--- config.mk ---
export PLATFORM = sky130hd
export DESIGN_NAME = dbn_bank
export DESIGN_NICKNAME = d
export VERILOG_FILES = /design/src/rtl/dbn_pkg.sv /design/src/rtl/dbn_sat_inc.sv /design/src/rtl/dbn_cmp_gt.sv /design/src/rtl/dbn_lane.sv /design/src/rtl/dbn_bank.sv
export SDC_FILE = /design/constraint.sdc
export NUM_CORES = 1
export LEC_CHECK = 0
export ABC_AREA = 1
export ABC_CLOCK_PERIOD_IN_PS = 3200
export CAP_MARGIN = 20
export CELL_PAD_IN_SITES_DETAIL_PLACEMENT = 0
export CELL_PAD_IN_SITES_GLOBAL_PLACEMENT = 1
export CORE_MARGIN = 3
export CORE_UTILIZATION = 50
export DETAILED_ROUTE_END_ITERATION = 7
export PLACE_DENSITY_LB_ADDON = 0.1
export SYNTH_ARGS = -nofsm -noshare
export SYNTH_HDL_FRONTEND = slang
export SYNTH_SLANG_ARGS = --single-unit
--- constraint.sdc ---
create_clock -name clk -period 3.2 [get_ports clk]
set_input_delay 0.48 -clock clk [delete_from_list [all_inputs] [get_ports clk]]
set_output_delay 0.48 -clock clk [all_outputs]
set_load 0.01 [all_outputs]
--- src/rtl/dbn_pkg.sv ---
package dbn_pkg;

    // Default geometry of the filter bank
    localparam int unsigned DBN_LANES_DEF = 8;
    localparam int unsigned DBN_THR_W_DEF = 16;

    // What a lane decided on the current edge
    typedef enum logic [1:0] {
        LANE_IDLE   = 2'd0,  // sample agrees with output, counter cleared
        LANE_COUNT  = 2'd1,  // disagreement, counter advances
        LANE_ACCEPT = 2'd2   // counter above threshold, output takes sample
    } lane_act_e;

endpackage

--- src/rtl/dbn_sat_inc.sv ---
module dbn_sat_inc #(
    parameter int unsigned W = 16
) (
    input  logic [W-1:0] val_i,
    output logic [W-1:0] inc_o
);
    localparam logic [W-1:0] TOP = {W{1'b1}};

    // Advance by one, hold at all-ones instead of wrapping
    always_comb begin
        if (val_i == TOP) begin
            inc_o = TOP;
        end else begin
            inc_o = val_i + {{(W-1){1'b0}}, 1'b1};
        end
    end
endmodule

--- src/rtl/dbn_cmp_gt.sv ---
module dbn_cmp_gt #(
    parameter int unsigned W = 16
) (
    input  logic [W-1:0] lhs_i,
    input  logic [W-1:0] rhs_i,
    output logic         gt_o
);
    // Strict unsigned greater-than
    always_comb begin
        gt_o = (lhs_i > rhs_i);
    end
endmodule

--- src/rtl/dbn_lane.sv ---
module dbn_lane
    import dbn_pkg::*;
#(
    parameter int unsigned CNT_W = 16
) (
    input  logic             clk,
    input  logic             rst,
    input  logic             sample_i,
    input  logic [CNT_W-1:0] limit_i,
    output logic             filt_o
);
    typedef struct packed {
        logic             level;
        logic [CNT_W-1:0] run;
    } lane_st_t;

    lane_st_t  st_d, st_q;
    lane_act_e act_d;
    logic [CNT_W-1:0] run_inc;
    logic             over_limit;
    logic             differs;

    dbn_sat_inc #(.W(CNT_W)) u_inc (
        .val_i (st_q.run),
        .inc_o (run_inc)
    );

    dbn_cmp_gt #(.W(CNT_W)) u_gt (
        .lhs_i (st_q.run),
        .rhs_i (limit_i),
        .gt_o  (over_limit)
    );

    always_comb begin
        differs = (sample_i != st_q.level);
    end

    // Next-state computation
    always_comb begin
        st_d  = st_q;
        act_d = LANE_IDLE;
        if (differs) begin
            if (over_limit) begin
                act_d = LANE_ACCEPT;
            end else begin
                act_d = LANE_COUNT;
            end
        end
        unique case (act_d)
            LANE_ACCEPT: begin
                st_d.level = sample_i;
                st_d.run   = '0;
            end
            LANE_COUNT: begin
                st_d.run   = run_inc;
            end
            default: begin
                st_d.run   = '0;
            end
        endcase
    end

    // State register
    always_ff @(posedge clk) begin
        if (rst) begin
            st_q <= '0;
        end else begin
            st_q <= st_d;
        end
    end

    assign filt_o = st_q.level;
endmodule

--- src/rtl/dbn_bank.sv ---
module dbn_bank
    import dbn_pkg::*;
#(
    parameter int unsigned LANES = DBN_LANES_DEF,
    parameter int unsigned THR_W = DBN_THR_W_DEF
) (
    input  logic             clk,
    input  logic             rst,
    input  logic [LANES-1:0] raw_in,
    input  logic [THR_W-1:0] thresh,
    output logic [LANES-1:0] filt_out
);
    // Counter width matches the threshold so all-ones cannot be exceeded
    localparam int unsigned CNT_W = THR_W;

    for (genvar g = 0; g < LANES; g++) begin : g_lane
        dbn_lane #(.CNT_W(CNT_W)) u_lane (
            .clk      (clk),
            .rst      (rst),
            .sample_i (raw_in[g]),
            .limit_i  (thresh),
            .filt_o   (filt_out[g])
        );
    end
endmodule

==> flow_metrics.tcl <==
set metrics [dict create \
    status "completed" \
    hold_depth 2 \
    start_util 0.5166 \
    ctsRootBufferMaster "clkbuf_16" \
    gp_congestion 0.8382 \
    cts_setup_buffers 0 \
    vias 8312 \
    relSlewSlack 0.4355 \
    syn_to_final_growth_pct 11.31 \
    synthMuxAreaShare 0 \
    cts_tree "built" \
    maxCapViolations 0 \
    clk_latency_ps 430 \
    startpoint_type "input port" \
    route.detailed.drc 0 \
    grt.total_usage 0.2196 \
    synthTopCellsByCount "338 x nor2_1, 265 x nand2_1, 136 x dfxtp_1, 136 x ha_1, 114 x inv_1" \
    worst_pin_slew_ps 842.2 \
    antenna_found_initial 0 \
    synth_top_area_frac 0.2780 \
    row_count 50 \
    cts_sinks 136 \
    diodes 0 \
    p_leak_uw 0.004990 \
    synth_nets 1541 \
    synth_top_area_cell "dfxtp_1" \
    yosys_warnings 0 \
    yosys_register_bits 136 \
    hold_viol_final 0 \
    synth_xor_area_frac 0.08586 \
    critPathArrivalTime_ps 2790 \
    ys_types 30 \
    overflow 0 \
    drt_first_iter_violations 330 \
    finalInstanceArea_sq_um 10900 \
    ir_drop_uv 322.9 \
    fin_crit_sh 0.7620 \
    die_h_um 146.0 \
    final.min_clock_period_ps 2438 \
    rr_worst_depth 7 \
    yosysMostFrequentCell "nor2_1" \
    grt_start_max_net_pins 17 \
    synth_edf_count 0 \
    grt_pass1_vias 7891 \
    die_w_um 146.0 \
    rrSetupSlack_ps 1180 \
    routed_wl_um 22840 \
    worstHoldEndpoint "g_lane[5].u_lane.filt_o" \
    fin_skew_ps 10.14 \
    htreeDepth 4 \
    vias_per_cell 4.924 \
    wire_per_inst_um 13.53 \
    ctsHoldBuffers 0 \
    cts_buffers 17 \
    synthAdderAreaFrac 0.1738 \
    synth_top_family_by_area "simple AND/OR/NAND/NOR gates" \
    r2r-start "g_lane[0].u_lane.st_q[0]" \
    synth_compound_area_frac 0.05085 \
    critPathKind "in2reg" \
    avgSynthCellArea_sq_um 7.102 \
    synth_area_leaders "dfxtp_1 28%, ha_1 17%, nor2_1 13%" \
    fin_nets 1577 \
    end_kind "flop" \
    clock_path_buffers 2 \
    fmax_ghz 0.4101 \
    async_flop_share 0 \
    io_buffers 33 \
    ant_nets 0 \
    critPathMaxFanout 16 \
    placed_cell_area_sq_um 10340 \
    hp-start "g_lane[5].u_lane.filt_o" \
    synth_ff_type "dfxtp_1" \
    p_per_area_nw_per_um2 358.2 \
    synth_simple_gate_area_share 0.3502 \
    hpwl_um 16880 \
    holdCritPathClass "reg2reg" \
    finalMaxSlewViolations 0 \
    reg2reg_to "g_lane[0].u_lane.st_q[9]" \
    grt_pass1_wl_um 38310 \
    synth.yosys.seq_area_share 0.2780 \
    first_pass_iters 4 \
    rsz0062_at_grt "no" \
    core_sq_um 18960 \
    cts_resized 0 \
    clk_pin_slew_ps 60 \
    drive_gt1_frac 0.07003 \
    syn-cell-area_sq_um 9793 \
    setup_viol 0 \
    fin_tns_setup_ps 0 \
    required_ps 3550 \
    io_pins 34 \
    netlist_instances 1379 \
    die-area_sq_um 21300 \
]
## flip-flops by register name (all words and copies together), names as in the netlist
register              count
g_lane.u_lane.st_q      128
g_lane.u_lane.filt_o      8
## power by group
part	internal, uW	leakage [uW]	switching (uW)	total (uW)
Sequential	1700	0.00110	7.74	1710
Combinational	105	0.00363	181	286
Clock	1090	0.000262	813	1910
Total	2900	0.00499	1000	3900
## area by class of cell
cell class,instances,area [sq um]
Tap cell,260,325.3
Clock buffer,19,442.9
Inverter,114,427.9
Clock inverter,13,121.4
Sequential cell,136,2723
Multi-Input combinational cell,1105,6470
Timing Repair Buffer,41,390.4
Fill cell,1875,8055
## per-stage QoR
| stage | utilization | total power [uW] | hold slack, ps | instances | setup slack (ps) |
|---|---|---|---|---|---|
| after CTS | 0.5751 | 3953 | 528.6 | 1688 | 763.5 |
| after global routing | 0.5751 | 4065 | 568.3 | 1688 | 543.6 |
| after global placement | 0.5453 | 2030 | 516.1 | 1656 | 338.3 |
| after detailed placement | 0.5453 | 2036 | 522.2 | 1656 | 329.9 |
| after floorplan | - | 1926 | 494.0 | 1379 | 1328 |
| final | 0.5751 | 3904 | 528.5 | 1688 | 761.6 |
## worst max-delay path, stage by stage
cell and delay (ps):
clkdlybuf4s50_1 390, inv_1 290, buf_4 240, ha_1 250, a21oi_1 140, nor2_1 50, nor2_1 150, nand2_1 90
nand2_1 60, nand2_1 70, nand2_1 80, nand3_2 300, nor2_1 190
## routing by layer
metal	GRT usage	share of wire
met1	0.2909	0.50
met2	0.3675	0.46
met3	0.04640	0.033
met4	0.05176	0.012
met5	0	0
## logic make-up after synthesis
| logic type | Yosys count |
|---|---|
| xor gates and xnor gates | 96 |
| AOI/OAI and AO/OA | 94 |
| and+or+nand+nor | 779 |
| buffers and inverters | 138 |
| DFF | 136 |
| adders and majority gates | 136 |
## worst max-delay path by stage
| stage | cells past startpoint | end | slack, ps | startpoint |
|---|---|---|---|---|
| after detailed placement | 9 | g_lane[4].u_lane.st_q[12] | 330 | thresh[15] |
| after global placement | 9 | g_lane[4].u_lane.st_q[12] | 340 | thresh[13] |
| after floorplan | 10 | g_lane[3].u_lane.st_q[10] | 1330 | thresh[15] |
| after CTS | 9 | g_lane[4].u_lane.st_q[12] | 760 | thresh[10] |
| final | 13 | g_lane[2].u_lane.st_q[15] | 760 | thresh[5] |
| after global routing | 13 | g_lane[2].u_lane.st_q[15] | 540 | thresh[5] |
## layout by cell type (no fill, tap or decap), drive strengths merged
cell and instances:
a21oi 66, nand3b 2, nand2 268, a21o 8, inv 117, o22ai 2
xnor2 35, buf 8, ha 136, nand3 76, clkdlybuf4s50 33, clkinv 4
nor3b 4, or2 5, nor4 1, o31ai 1, o21ai 16, o21bai 1
nand4 25, xor2 61, dfxtp 136, nor2 365, clkinvlp 5, nor3 33
clkbuf 19, bufinv 1
No activity file was read; power rests on OpenSTA's default activity.
